===== config.mk =====
export PLATFORM = sky130hd
export DESIGN_NAME = ebc_top
export DESIGN_NICKNAME = d
export VERILOG_FILES = /design/src/rtl/ebc_pkg.sv /design/src/rtl/ebc_seq.sv /design/src/rtl/ebc_strobe.sv /design/src/rtl/ebc_addata.sv /design/src/rtl/ebc_top.sv
export SDC_FILE = /design/constraint.sdc
export NUM_CORES = 1
export LEC_CHECK = 0
export BUFFER_PORTS_ARGS = -buffer_cell sky130_fd_sc_hd__buf_4
export CAP_MARGIN = 40
export CORE_MARGIN = 2
export CORE_UTILIZATION = 45
export DETAILED_ROUTE_END_ITERATION = 7
export PLACE_DENSITY = 0.72
export SLEW_MARGIN = 20
export SYNTH_ARGS = -nofsm -noshare
export SYNTH_HDL_FRONTEND = slang
export SYNTH_SLANG_ARGS = --single-unit

===== constraint.sdc =====
create_clock -name clk -period 1.8 [get_ports clk]
set_input_delay 0.36 -clock clk [delete_from_list [all_inputs] [get_ports clk]]
set_output_delay 0.36 -clock clk [all_outputs]
set_load 0.01 [all_outputs]

===== src/rtl/ebc_pkg.sv =====
package ebc_pkg;

    // Phase of one byte or word cycle on the shared bus
    typedef enum logic [2:0] {
        PH_IDLE   = 3'd0,
        PH_ADDR   = 3'd1,
        PH_SETUP  = 3'd2,
        PH_STROBE = 3'd3,
        PH_HOLD   = 3'd4
    } ebc_phase_e;

    // Number of byte lanes on the shared lines
    localparam int unsigned EBC_LANES = 2;

endpackage


===== src/rtl/ebc_seq.sv =====
module ebc_seq
    import ebc_pkg::*;
#(
    parameter int unsigned ADDR_W = 16,
    parameter int unsigned DATA_W = 16
) (
    input  logic              clk,
    input  logic              rst_n,
    input  logic              req_valid,
    input  logic              req_write,
    input  logic              req_narrow,
    input  logic [1:0]        req_be,
    input  logic [ADDR_W-1:0] req_addr,
    input  logic [DATA_W-1:0] req_wdata,
    output logic              req_ready,
    output logic              load_o,
    output logic              done_o,
    output ebc_phase_e        phase_o,
    output logic              beat_write_o,
    output logic              beat_narrow_o,
    output logic              beat_hi_o,
    output logic              beat_lowbe_o,
    output logic [ADDR_W-1:0] beat_addr_o,
    output logic [DATA_W-1:0] beat_wdata_o
);

    localparam int unsigned LANE_W = DATA_W / EBC_LANES;

    typedef struct packed {
        ebc_phase_e        phase;
        logic              write;
        logic              narrow;
        logic              hi;      // current byte cycle carries the upper byte
        logic              split;   // word request on the 8-bit bus
        logic              lowbe;   // low byte enabled in the request
        logic [ADDR_W-1:0] addr;
        logic [DATA_W-1:0] wdata;
    } seq_t;

    seq_t s_d, s_q;
    logic last_w;
    logic accept_w;
    logic [LANE_W-1:0] lane_w;

    // A split request still owes its upper byte while hi is clear
    assign last_w    = !(s_q.split && !s_q.hi);
    assign req_ready = (s_q.phase == PH_IDLE) || ((s_q.phase == PH_HOLD) && last_w);
    assign accept_w  = req_valid && req_ready;

    always_comb begin
        s_d = s_q;
        unique case (s_q.phase)
            PH_IDLE:   s_d.phase = PH_IDLE;
            PH_ADDR:   s_d.phase = PH_SETUP;
            PH_SETUP:  s_d.phase = PH_STROBE;
            PH_STROBE: s_d.phase = PH_HOLD;
            PH_HOLD: begin
                if (!last_w) begin
                    s_d.phase = PH_ADDR;
                    s_d.hi    = 1'b1;
                end else begin
                    s_d.phase = PH_IDLE;
                end
            end
            default:   s_d.phase = PH_IDLE;
        endcase
        if (accept_w) begin
            s_d.phase  = PH_ADDR;
            s_d.write  = req_write;
            s_d.narrow = req_narrow;
            s_d.hi     = req_narrow && (req_be == 2'b10);
            s_d.split  = req_narrow && (req_be == 2'b11);
            s_d.lowbe  = req_be[0];
            s_d.addr   = req_addr;
            s_d.wdata  = req_wdata;
        end
    end

    always_ff @(posedge clk) begin
        if (!rst_n) begin
            s_q <= '0;
        end else begin
            s_q <= s_d;
        end
    end

    assign lane_w = s_q.hi ? s_q.wdata[DATA_W-1:LANE_W] : s_q.wdata[LANE_W-1:0];

    assign load_o        = accept_w;
    assign done_o        = (s_q.phase == PH_HOLD) && last_w;
    assign phase_o       = s_q.phase;
    assign beat_write_o  = s_q.write;
    assign beat_narrow_o = s_q.narrow;
    assign beat_hi_o     = s_q.hi;
    assign beat_lowbe_o  = s_q.lowbe;
    assign beat_addr_o   = s_q.addr + ADDR_W'(s_q.hi);
    assign beat_wdata_o  = s_q.narrow ? {EBC_LANES{lane_w}} : s_q.wdata;

endmodule


===== src/rtl/ebc_strobe.sv =====
module ebc_strobe
    import ebc_pkg::*;
(
    input  ebc_phase_e phase_i,
    input  logic       write_i,
    input  logic       narrow_i,
    input  logic       lowbe_i,
    input  logic       cfg_wr_plain,
    input  logic       cfg_latch_mode,
    output logic       lat_pin,
    output logic       rd_n,
    output logic       wr_n
);

    logic wr_en_w;
    logic ale_w;
    logic adv_n_w;

    always_comb begin
        // Low-byte style on the wide bus skips writes of the upper byte only
        wr_en_w = cfg_wr_plain || narrow_i || lowbe_i;
        ale_w   = (phase_i == PH_ADDR);
        adv_n_w = !((phase_i == PH_ADDR) || (phase_i == PH_SETUP) || (phase_i == PH_STROBE));
        rd_n    = !((phase_i == PH_STROBE) && !write_i);
        wr_n    = !((phase_i == PH_STROBE) && write_i && wr_en_w);
        lat_pin = cfg_latch_mode ? adv_n_w : ale_w;
    end

endmodule


===== src/rtl/ebc_addata.sv =====
module ebc_addata
    import ebc_pkg::*;
#(
    parameter int unsigned ADDR_W = 16,
    parameter int unsigned DATA_W = 16
) (
    input  logic              clk,
    input  logic              rst_n,
    input  logic              load_i,
    input  ebc_phase_e        phase_i,
    input  logic              write_i,
    input  logic              narrow_i,
    input  logic              hi_i,
    input  logic [ADDR_W-1:0] addr_i,
    input  logic [DATA_W-1:0] wdata_i,
    input  logic [DATA_W-1:0] ad_in,
    output logic [DATA_W-1:0] ad_out,
    output logic              ad_oe,
    output logic [DATA_W-1:0] rdata_o
);

    localparam int unsigned LANE_W = DATA_W / EBC_LANES;

    typedef logic [EBC_LANES-1:0][LANE_W-1:0] lanes_t;

    lanes_t rd_d, rd_q;
    logic [EBC_LANES-1:0]             cap_w;
    logic [EBC_LANES-1:0][LANE_W-1:0] src_w;
    logic data_ph_w;

    assign data_ph_w = (phase_i == PH_SETUP) || (phase_i == PH_STROBE) || (phase_i == PH_HOLD);

    always_comb begin
        ad_oe  = (phase_i == PH_ADDR) || (write_i && data_ph_w);
        ad_out = '0;
        if (phase_i == PH_ADDR) begin
            ad_out = DATA_W'(addr_i);
        end else if (write_i && data_ph_w) begin
            ad_out = wdata_i;
        end
    end

    for (genvar l = 0; l < EBC_LANES; l++) begin : g_lane
        // On the 8-bit bus every byte arrives on the low lane
        assign cap_w[l] = (phase_i == PH_STROBE) && !write_i &&
                          (!narrow_i || ((l == 0) ? !hi_i : hi_i));
        assign src_w[l] = narrow_i ? ad_in[LANE_W-1:0] : ad_in[l*LANE_W +: LANE_W];
    end

    always_comb begin
        rd_d = rd_q;
        if (load_i) begin
            rd_d = '0;
        end
        for (int l = 0; l < EBC_LANES; l++) begin
            if (cap_w[l]) begin
                rd_d[l] = src_w[l];
            end
        end
    end

    always_ff @(posedge clk) begin
        if (!rst_n) begin
            rd_q <= '0;
        end else begin
            rd_q <= rd_d;
        end
    end

    assign rdata_o = rd_q;

endmodule


===== src/rtl/ebc_top.sv =====
module ebc_top
    import ebc_pkg::*;
#(
    parameter int unsigned ADDR_W = 16,
    parameter int unsigned DATA_W = 16
) (
    input  logic              clk,
    input  logic              rst_n,
    input  logic              req_valid,
    input  logic              req_write,
    input  logic              req_narrow,
    input  logic [1:0]        req_be,
    input  logic [ADDR_W-1:0] req_addr,
    input  logic [DATA_W-1:0] req_wdata,
    input  logic              cfg_wr_plain,
    input  logic              cfg_latch_mode,
    output logic              req_ready,
    output logic              rsp_done,
    output logic [DATA_W-1:0] rsp_rdata,
    input  logic [DATA_W-1:0] ad_in,
    output logic [DATA_W-1:0] ad_out,
    output logic              ad_oe,
    output logic              lat_pin,
    output logic              rd_n,
    output logic              wr_n
);

    ebc_phase_e        phase_w;
    logic              load_w;
    logic              write_w;
    logic              narrow_w;
    logic              hi_w;
    logic              lowbe_w;
    logic [ADDR_W-1:0] addr_w;
    logic [DATA_W-1:0] wdata_w;

    ebc_seq #(.ADDR_W(ADDR_W), .DATA_W(DATA_W)) seq_i (
        .clk          (clk),
        .rst_n        (rst_n),
        .req_valid    (req_valid),
        .req_write    (req_write),
        .req_narrow   (req_narrow),
        .req_be       (req_be),
        .req_addr     (req_addr),
        .req_wdata    (req_wdata),
        .req_ready    (req_ready),
        .load_o       (load_w),
        .done_o       (rsp_done),
        .phase_o      (phase_w),
        .beat_write_o (write_w),
        .beat_narrow_o(narrow_w),
        .beat_hi_o    (hi_w),
        .beat_lowbe_o (lowbe_w),
        .beat_addr_o  (addr_w),
        .beat_wdata_o (wdata_w)
    );

    ebc_strobe strobe_i (
        .phase_i       (phase_w),
        .write_i       (write_w),
        .narrow_i      (narrow_w),
        .lowbe_i       (lowbe_w),
        .cfg_wr_plain  (cfg_wr_plain),
        .cfg_latch_mode(cfg_latch_mode),
        .lat_pin       (lat_pin),
        .rd_n          (rd_n),
        .wr_n          (wr_n)
    );

    ebc_addata #(.ADDR_W(ADDR_W), .DATA_W(DATA_W)) addata_i (
        .clk     (clk),
        .rst_n   (rst_n),
        .load_i  (load_w),
        .phase_i (phase_w),
        .write_i (write_w),
        .narrow_i(narrow_w),
        .hi_i    (hi_w),
        .addr_i  (addr_w),
        .wdata_i (wdata_w),
        .ad_in   (ad_in),
        .ad_out  (ad_out),
        .ad_oe   (ad_oe),
        .rdata_o (rsp_rdata)
    );

endmodule


==> flow_results.xml, run 1 <==
<?xml version="1.0" encoding="UTF-8"?>
<metrics>
  <group name="yosys">
    <metric name="synth_largest_type_area_fraction" unit="%">40.3</metric>
    <metric name="synth-main-ff-cell" unit="">sky130_fd_sc_hd__dfxtp_1</metric>
    <metric name="synth_area_leaders" unit="">sky130_fd_sc_hd__dfxtp_1, sky130_fd_sc_hd__nand2_1, sky130_fd_sc_hd__mux2i_1</metric>
    <metric name="mappedNetlistNets" unit="">389</metric>
    <metric name="post_synth_edffs" unit="">0</metric>
    <metric name="mappedNetlistArea" unit="µm²">2790</metric>
    <metric name="synth.avg_cell_area" unit="µm²">8.44</metric>
    <metric name="complex_gate_fraction_of_the_synthesized_area" unit="%">18.9</metric>
    <metric name="netlist_instances" unit="">330</metric>
    <metric name="synth-simple-area-share" unit="%">20.5</metric>
    <metric name="synth_top_area_cell" unit="">sky130_fd_sc_hd__dfxtp_1</metric>
    <metric name="mux_contribution_to_synthesized_area" unit="%">8.63</metric>
    <metric name="post_synth_num_cell_types" unit="">41</metric>
    <metric name="ys_async_sr_fraction" unit="%">0</metric>
    <metric name="yosys_register_bits" unit="">56</metric>
    <metric name="synth_xor_xnor_area_share" unit="%">4.72</metric>
    <metric name="yosys_warnings" unit="">0</metric>
    <metric name="ys_seq_area_share" unit="%">40.3</metric>
    <metric name="synth-adder-area-share" unit="%">0.898</metric>
    <metric name="largest_family_of_logic_cells_by_synthesized_area" unit="">simple AND/OR/NAND/NOR gates</metric>
  </group>
  <group name="status">
    <metric name="status" unit="">complete, but fails checks</metric>
    <metric name="failed_checks" unit="">setup timing</metric>
  </group>
  <group name="cells_and_area">
    <metric name="syn_to_final_growth" unit="%">50.2</metric>
    <metric name="nNetsFinal" unit="">508</metric>
    <metric name="finish.utilization" unit="%">70.2</metric>
    <metric name="n_antenna_cell" unit="">0</metric>
    <metric name="fin_area" unit="µm²">4180</metric>
    <metric name="drive_gt1_share" unit="%">42.7</metric>
  </group>
  <group name="detailed_routing">
    <metric name="sum_of_routed_wire_length_over_all_layers" unit="µm">8030</metric>
    <metric name="drt_pass1_iterations" unit="">4</metric>
    <metric name="routed-via-count" unit="">2818</metric>
    <metric name="number_of_violations_reported_at_the_end_of_detailed_routing_iteration_0" unit="">116</metric>
    <metric name="post_drt_via_cell_ratio" unit="">5.37</metric>
    <metric name="drcViolationCount" unit="">0</metric>
    <metric name="ant_nets" unit="">0</metric>
    <metric name="route.detailed.wl_per_inst" unit="µm">15.3</metric>
  </group>
  <group name="power">
    <metric name="leakagePower" unit="nW">1.74</metric>
    <metric name="switching_share" unit="%">31.1</metric>
    <metric name="power.ir.vdd_worst" unit="mV">0.535</metric>
    <metric name="power" unit="mW">2.95</metric>
    <metric name="power.density_cell_area" unit="nW/µm²">705</metric>
    <metric name="internal_cell_power" unit="mW">2.03</metric>
    <metric name="sequential_share_of_power" unit="%">48.2</metric>
    <metric name="netSwitchingPower" unit="mW">0.918</metric>
    <metric name="power_frac_comb" unit="%">28.6</metric>
    <metric name="power.clock.fraction" unit="%">23.2</metric>
  </group>
  <group name="cts">
    <metric name="tritoncts" unit="">built</metric>
    <metric name="clk_path_buf_depth" unit="">2</metric>
    <metric name="clk-insertion-delay-late" unit="ns">0.31</metric>
    <metric name="cts_root_buf" unit="">sky130_fd_sc_hd__clkbuf_8</metric>
    <metric name="cts_hold_buf" unit="">0</metric>
    <metric name="htree_levels" unit="">2</metric>
    <metric name="cts_buffers" unit="">5</metric>
    <metric name="clkSinkCount" unit="">56</metric>
    <metric name="cts.reportedPaths.clkPinSlew" unit="ns">0.10</metric>
  </group>
  <group name="grt">
    <metric name="grt_max_degree" unit="">32</metric>
    <metric name="grt_pass1_vias" unit="">2715</metric>
    <metric name="wire_length_of_the_first_global_routing_pass" unit="µm">12400</metric>
    <metric name="groute.usage.overall" unit="%">23.6</metric>
    <metric name="number_of_antenna_violations_at_the_first_check_in_global_routing" unit="">0</metric>
    <metric name="grt_overflow" unit="">0</metric>
  </group>
  <group name="worst_setup_path">
    <metric name="reg2reg_to" unit="">seq_i.s_q[33]</metric>
    <metric name="worst_r2r_startpoint" unit="">seq_i.beat_hi_o</metric>
    <metric name="crit_fanout" unit="">5</metric>
    <metric name="worstPathArrival" unit="ns">1.84</metric>
    <metric name="worstPathRequired" unit="ns">1.44</metric>
    <metric name="critPathCaptureType" unit="">output port</metric>
    <metric name="reg2reg_setup_slack" unit="ns">0.18</metric>
    <metric name="timing_worst_setup_path_type" unit="">reg -&gt; out</metric>
    <metric name="critPathLaunchType" unit="">flip-flop</metric>
    <metric name="r2r_cells" unit="">6</metric>
  </group>
  <group name="sta">
    <metric name="max_freq" unit="MHz">454</metric>
    <metric name="grt_setup_unrepaired" unit="">yes</metric>
    <metric name="timing.clock.skew" unit="ns">0.00627</metric>
    <metric name="fin_tns_setup" unit="ns">-3.66</metric>
    <metric name="worstMarginPinSlew" unit="ns">0.396</metric>
    <metric name="final_max_slew_viol_count" unit="">0</metric>
    <metric name="final_critical_delay_including_setup_and_external_delays" unit="ns">2.20</metric>
    <metric name="fin_crit_sh" unit="%">122</metric>
    <metric name="slew_headroom" unit="%">73.5</metric>
    <metric name="final.setup.worst_slack" unit="ns">-0.403</metric>
    <metric name="finalSetupViolCount" unit="">17</metric>
    <metric name="timing_hold_violations_final" unit="">0</metric>
  </group>
  <group name="flow_run">
    <metric name="cap_viol_max_count" unit="">0</metric>
  </group>
  <group name="placement">
    <metric name="dpl_worst_slack" unit="ns">-0.127</metric>
    <metric name="port-buffer-count" unit="">94</metric>
    <metric name="gp_congestion" unit="">0.917</metric>
    <metric name="hpwl" unit="µm">5700</metric>
    <metric name="placedInstanceArea" unit="µm²">3740</metric>
  </group>
  <group name="hold_path">
    <metric name="worst_hold_path.num_cells" unit="">2</metric>
    <metric name="hp-start" unit="">ad_in[5]</metric>
    <metric name="min-delay-path-class" unit="">in -&gt; reg</metric>
    <metric name="min_delay_worst_endpoint" unit="">addata_i.rdata_o[5]</metric>
  </group>
  <group name="die">
    <metric name="floorplan.initialDensity" unit="%">46.8</metric>
    <metric name="core" unit="µm²">5960</metric>
    <metric name="die_x" unit="µm">82.7</metric>
    <metric name="core.rowCount" unit="">28</metric>
    <metric name="die_area" unit="µm²">6830</metric>
    <metric name="design.portCount" unit="">95</metric>
    <metric name="die_height" unit="µm">82.7</metric>
  </group>
</metrics>
-- worst max-delay path by stage --
| stage | depth (start not counted) | end | start |
|---|---|---|---|
| floorplan | 6 | ad_out[12] | seq_i.beat_hi_o |
| global placement | 7 | ad_out[12] | seq_i.s_q[16] |
| detailed placement | 7 | ad_out[12] | seq_i.s_q[16] |
| CTS | 7 | ad_out[8] | seq_i.beat_hi_o |
| global route | 7 | ad_out[14] | seq_i.beat_hi_o |
| finish | 7 | ad_out[14] | seq_i.beat_hi_o |
-- Yosys cell counts, types with 2 or more instances --
master and instances:
sky130_fd_sc_hd__nand2_1 78, sky130_fd_sc_hd__dfxtp_1 56, sky130_fd_sc_hd__a21oi_1 47, sky130_fd_sc_hd__mux2i_1 24
sky130_fd_sc_hd__o22ai_1 16, sky130_fd_sc_hd__xnor2_1 14, sky130_fd_sc_hd__inv_1 9, sky130_fd_sc_hd__a211oi_1 8
sky130_fd_sc_hd__a22o_1 8, sky130_fd_sc_hd__buf_2 7, sky130_fd_sc_hd__nor3_1 7, sky130_fd_sc_hd__clkbuf_1 5
sky130_fd_sc_hd__nor2_1 5, sky130_fd_sc_hd__buf_6 4, sky130_fd_sc_hd__nand3_1 4, sky130_fd_sc_hd__nand4_1 4
sky130_fd_sc_hd__nor4_1 4, sky130_fd_sc_hd__and2_1 2, sky130_fd_sc_hd__and3_1 2, sky130_fd_sc_hd__buf_1 2
sky130_fd_sc_hd__buf_4 2, sky130_fd_sc_hd__ha_1 2, sky130_fd_sc_hd__nand3_2 2
-- sequential cells by signal, summed over array words and instances, names as in the netlist --
name,cells
seq_i.beat_hi_o,1
seq_i.phase_o,3
seq_i.beat_lowbe_o,1
seq_i.s_q,33
addata_i.rdata_o,16
seq_i.beat_write_o,1
seq_i.beat_narrow_o,1
-- what timing repair did --
item	CTS	global route
buffers inserted	6	1
gates resized for setup	52	15
pin swaps	15	10
cloned	2	0
endpoints found under the setup margin	17	20
-- logic make-up (layout without fill, tap and decap cells) --
kind of cell    Yosys count  count (layout)
buf+inv                  30             150
xor+xnor                 15              15
compound gates           85              85
simple gates            118             118
fa+ha+maj                 2               2
flops                    56              56
mux                      24              24
-- power by group through the flow --
stage                     sequential, mW  clock [mW]  combinational, mW
final                               1.42       0.684              0.842
after global routing                1.44       0.760              0.915
after CTS                           1.42       0.703              0.824
after detailed placement            1.44           0              0.745
after global placement              1.43           0              0.735
after floorplan                     1.44           0              0.426
-- worst max-delay path, stage by stage (launching register included) --
cell                      delay, ns
sky130_fd_sc_hd__dfxtp_2       0.37
sky130_fd_sc_hd__ha_4          0.16
sky130_fd_sc_hd__ha_4          0.15
sky130_fd_sc_hd__nand3_4       0.14
sky130_fd_sc_hd__nor4_2        0.27
sky130_fd_sc_hd__xnor2_1       0.21
sky130_fd_sc_hd__o22ai_2       0.09
sky130_fd_sc_hd__buf_4         0.15
-- placed cells by master (no fill, tap or decap), types with 3 or more instances in the layout --
cell	n
sky130_fd_sc_hd__mux2i_2	3
sky130_fd_sc_hd__nand2_1	77
sky130_fd_sc_hd__buf_6	10
sky130_fd_sc_hd__xnor2_1	11
sky130_fd_sc_hd__mux2i_1	21
sky130_fd_sc_hd__dfxtp_2	6
sky130_fd_sc_hd__xnor2_2	3
sky130_fd_sc_hd__nor2_1	3
sky130_fd_sc_hd__o22ai_2	7
sky130_fd_sc_hd__nand4_1	4
sky130_fd_sc_hd__inv_1	7
sky130_fd_sc_hd__clkbuf_8	5
sky130_fd_sc_hd__a22o_1	8
sky130_fd_sc_hd__a211oi_1	8
sky130_fd_sc_hd__a21oi_1	47
sky130_fd_sc_hd__o22ai_1	7
sky130_fd_sc_hd__buf_4	121
sky130_fd_sc_hd__nor3_2	3
sky130_fd_sc_hd__nand3_1	3
sky130_fd_sc_hd__dfxtp_1	49
-- final cells by class --
type                       count  area, µm²
fill                         478       1770
multi-input combinational    244       1770
sequential                    56       1130
timing repair buffer         133       1060
tap                           75       93.8
clock buffer                   6       72.6
inverter                       9       36.3
clock inverter                 2       16.3
-- routing by layer --
layer  global-route usage, %  part of all wire (%)  up-vias
met4                    6.56                  0.80        0
met5                       0                     0        -
li1                        -                     -     1398
met1                    26.8                    40     1319
met3                    5.76                   7.0        8
met2                    43.5                    52       93
-- metrics by stage --
| step | cells | hold WS (ns) |
|---|---|---|
| detailed placement | 509 | 0.454 |
| global route | 525 | 0.248 |
| finish | 525 | 0.263 |
| CTS | 524 | 0.256 |
| floorplan | 330 | 0.437 |
| global placement | 509 | 0.453 |
Power figures use the tool's default switching activity.
==> run 2: changes to the inputs <==
--- a/config.mk
+++ b/config.mk
@@ -7,10 +7,11 @@
 export LEC_CHECK = 0
 export BUFFER_PORTS_ARGS = -buffer_cell sky130_fd_sc_hd__buf_4
 export CAP_MARGIN = 40
+export CORE_ASPECT_RATIO = 0.8
 export CORE_MARGIN = 2
-export CORE_UTILIZATION = 45
+export CORE_UTILIZATION = 40
 export DETAILED_ROUTE_END_ITERATION = 7
-export PLACE_DENSITY = 0.72
+export PLACE_DENSITY = 0.65
 export SLEW_MARGIN = 20
 export SYNTH_ARGS = -nofsm -noshare
 export SYNTH_HDL_FRONTEND = slang
==> run 2 against run 1 <==
  * The flow still finishes with violations (setup timing)
  * Maximum frequency rose by 2.3%
  * Design area rose by 2.3%
  * Register-to-register slack got worse by 0.05 ns
  * Wire length rose by 4.7%
  * Clock-buffer cell count fell by 1
  * Flip-flop and latch count did not move
  * Sequential share of layout area fell by 0.34 points
  * Critical path depth did not move
  * Critical endpoint is now ad_out[8]
  * Largest cell class unchanged
==> flow_results.xml, run 2 (synthesized netlist as in run 1, its figures left out) <==
<?xml version="1.0" encoding="UTF-8"?>
<metrics>
  <group name="status">
    <metric name="status" unit="">complete, but fails checks</metric>
    <metric name="failed_checks" unit="">setup timing</metric>
  </group>
  <group name="worst_setup_path">
    <metric name="r2r_cells" unit="">5</metric>
    <metric name="startpoint" unit="">seq_i.beat_hi_o</metric>
    <metric name="critPathCaptureType" unit="">output port</metric>
    <metric name="worst_r2r_startpoint" unit="">seq_i.phase_o[2]</metric>
    <metric name="crit_fanout" unit="">5</metric>
    <metric name="reg2reg_setup_slack" unit="ns">0.13</metric>
    <metric name="critPathLaunchType" unit="">flip-flop</metric>
    <metric name="worstPathRequired" unit="ns">1.44</metric>
    <metric name="worst_setup_path_endpoint" unit="">ad_out[8]</metric>
    <metric name="reg2reg_to" unit="">addata_i.rdata_o[3]</metric>
    <metric name="timing_worst_setup_path_type" unit="">reg -&gt; out</metric>
    <metric name="worstPathArrival" unit="ns">1.79</metric>
  </group>
  <group name="grt">
    <metric name="wire_length_of_the_first_global_routing_pass" unit="µm">13500</metric>
    <metric name="grt_max_degree" unit="">26</metric>
    <metric name="number_of_antenna_violations_at_the_first_check_in_global_routing" unit="">0</metric>
    <metric name="grt_pass1_vias" unit="">2776</metric>
    <metric name="grt_overflow" unit="">0</metric>
    <metric name="groute.usage.overall" unit="%">21.4</metric>
  </group>
  <group name="sta">
    <metric name="final_max_slew_viol_count" unit="">0</metric>
    <metric name="worst_hold_slack" unit="ns">0.248</metric>
    <metric name="final.setup.worst_slack" unit="ns">-0.352</metric>
    <metric name="final_critical_delay_including_setup_and_external_delays" unit="ns">2.15</metric>
    <metric name="timing_hold_violations_final" unit="">0</metric>
    <metric name="worstMarginPinSlew" unit="ns">0.603</metric>
    <metric name="timing.clock.skew" unit="ns">0.0118</metric>
    <metric name="grt_setup_unrepaired" unit="">yes</metric>
    <metric name="finalSetupViolCount" unit="">17</metric>
    <metric name="fin_crit_sh" unit="%">120</metric>
    <metric name="max_freq" unit="MHz">465</metric>
    <metric name="slew_headroom" unit="%">59.7</metric>
  </group>
  <group name="cells_and_area">
    <metric name="n_antenna_cell" unit="">0</metric>
    <metric name="largest_register" unit="">seq_i.s_q</metric>
    <metric name="final.fill_count" unit="">592</metric>
    <metric name="largest_register_ff_count" unit="">33</metric>
    <metric name="syn_to_final_growth" unit="%">53.6</metric>
    <metric name="drive_gt1_share" unit="%">45.0</metric>
    <metric name="mostFrequentLayoutCell" unit="">sky130_fd_sc_hd__buf_4</metric>
    <metric name="mostFrequentLayoutCells" unit="">sky130_fd_sc_hd__buf_4, sky130_fd_sc_hd__nand2_1, sky130_fd_sc_hd__a21oi_1, sky130_fd_sc_hd__dfxtp_1, sky130_fd_sc_hd__mux2i_1</metric>
    <metric name="finish.cell_count_without_fillers" unit="">543</metric>
    <metric name="nNetsFinal" unit="">514</metric>
  </group>
  <group name="placement">
    <metric name="hpwl" unit="µm">5790</metric>
    <metric name="gp_congestion" unit="">0.854</metric>
    <metric name="numPlacedInstances" unit="">521</metric>
    <metric name="dpl_worst_slack" unit="ns">-0.202</metric>
    <metric name="port-buffer-count" unit="">94</metric>
  </group>
  <group name="die">
    <metric name="core" unit="µm²">6820</metric>
    <metric name="core.rowCount" unit="">27</metric>
    <metric name="design.portCount" unit="">95</metric>
    <metric name="die_x" unit="µm">97.3</metric>
    <metric name="floorplan.initialDensity" unit="%">40.8</metric>
    <metric name="die_area" unit="µm²">7650</metric>
    <metric name="die_height" unit="µm">78.6</metric>
  </group>
  <group name="cts">
    <metric name="clkSinkCount" unit="">56</metric>
    <metric name="tritoncts" unit="">built</metric>
    <metric name="clk_path_buf_depth" unit="">2</metric>
    <metric name="cts.reportedPaths.clkPinSlew" unit="ns">0.11</metric>
    <metric name="cts_root_buf" unit="">sky130_fd_sc_hd__clkbuf_8</metric>
    <metric name="htree_levels" unit="">2</metric>
    <metric name="clk-insertion-delay-late" unit="ns">0.32</metric>
    <metric name="cts_buffers" unit="">5</metric>
  </group>
  <group name="detailed_routing">
    <metric name="post_drt_via_cell_ratio" unit="">5.16</metric>
    <metric name="routed-wl-met3" unit="µm">395</metric>
    <metric name="drt_pass1_iterations" unit="">4</metric>
    <metric name="drcViolationCount" unit="">0</metric>
    <metric name="routed.top_layer" unit="">met4</metric>
    <metric name="routed-via-count" unit="">2803</metric>
    <metric name="sum_of_routed_wire_length_over_all_layers" unit="µm">8410</metric>
    <metric name="route.detailed.wl_per_inst" unit="µm">15.5</metric>
    <metric name="route.layer.met1.wl" unit="µm">3940</metric>
    <metric name="number_of_violations_reported_at_the_end_of_detailed_routing_iteration_0" unit="">87</metric>
    <metric name="ant_nets" unit="">0</metric>
    <metric name="routed-wl-met2" unit="µm">3950</metric>
  </group>
  <group name="hold_path">
    <metric name="min-delay-path-class" unit="">in -&gt; reg</metric>
    <metric name="worst_hold_path.num_cells" unit="">2</metric>
  </group>
  <group name="power">
    <metric name="power.ir.vdd_worst" unit="mV">0.352</metric>
    <metric name="leakagePower" unit="nW">1.83</metric>
    <metric name="power.density_cell_area" unit="nW/µm²">700</metric>
  </group>
  <group name="flow_run">
    <metric name="cap_viol_max_count" unit="">0</metric>
  </group>
</metrics>
[run 2: cell count changes in the layout (fill, tap and decap cells not counted), sizes merged]
cell / change
buf: +6
clkbuf: -1
inv: +1
[run 2: per-layer routing]
metal  up-vias  GRT usage [%]
met1      1305           30.0
met5         -              0
met4         0           4.86
met2        87           35.1
met3         8           3.38
li1       1403              -
[run 2: how the worst min path moves through the flow]
stage / start / endpoint / slack [ns]
after floorplan: seq_i.beat_lowbe_o / seq_i.beat_lowbe_o / 0.44
after global placement: seq_i.s_q[16] / seq_i.s_q[16] / 0.45
after detailed placement: seq_i.s_q[2] / seq_i.s_q[2] / 0.46
after CTS: ad_in[2] / addata_i.rdata_o[2] / 0.24
after global routing: ad_in[4] / addata_i.rdata_o[4] / 0.25
final: ad_in[2] / addata_i.rdata_o[2] / 0.25
[run 2: area by class of cell]
cell class / count / area [µm²] / share of cell area [%]
repair buffers: 139 / 1100 / 25.7
flip-flops and latches: 56 / 1140 / 26.7
multi-input cells: 244 / 1800 / 42.1
clock inverters: 3 / 21.3 / 0.497
inverters: 9 / 33.8 / 0.790
well taps: 87 / 109 / 2.54
clock buffers: 5 / 68.8 / 1.61
[run 2: metrics by stage]
stage                     power, mW  instance area, µm²  utilization (%)  setup TNS, ns
final                          3.00                4280             62.7          -3.88
after global routing           3.15                4280             62.7          -5.26
after CTS                      2.96                4110             60.2          -3.84
after detailed placement       2.18                3740             54.8          -1.04
after global placement         2.16                3740             54.8         -0.322
after floorplan                1.86                2820                -      -0.000405
[run 2: timing repair]
item,in CTS,in global routing
gates cloned,2,0
hold buffers,0,0
resized for setup,49,28
setup endpoints to repair,18,19
pin swaps,19,13
setup buffers,6,7
[run 2: power by group]
part	internal (mW)	total, mW	switching [mW]	leakage [nW]
registers	1.34	1.43	0.0941	0.463
logic	0.430	0.861	0.432	1.32
clock network	0.277	0.704	0.427	0.0445
total	2.04	3.00	0.952	1.83
[run 2: critical path, cell delays in order (launching register included)]
cell	delay, ns
sky130_fd_sc_hd__dfxtp_2	0.37
sky130_fd_sc_hd__ha_4	0.16
sky130_fd_sc_hd__ha_4	0.14
sky130_fd_sc_hd__nand3_4	0.13
sky130_fd_sc_hd__nor3_4	0.22
sky130_fd_sc_hd__xnor2_2	0.10
sky130_fd_sc_hd__o22ai_2	0.19
sky130_fd_sc_hd__buf_4	0.15
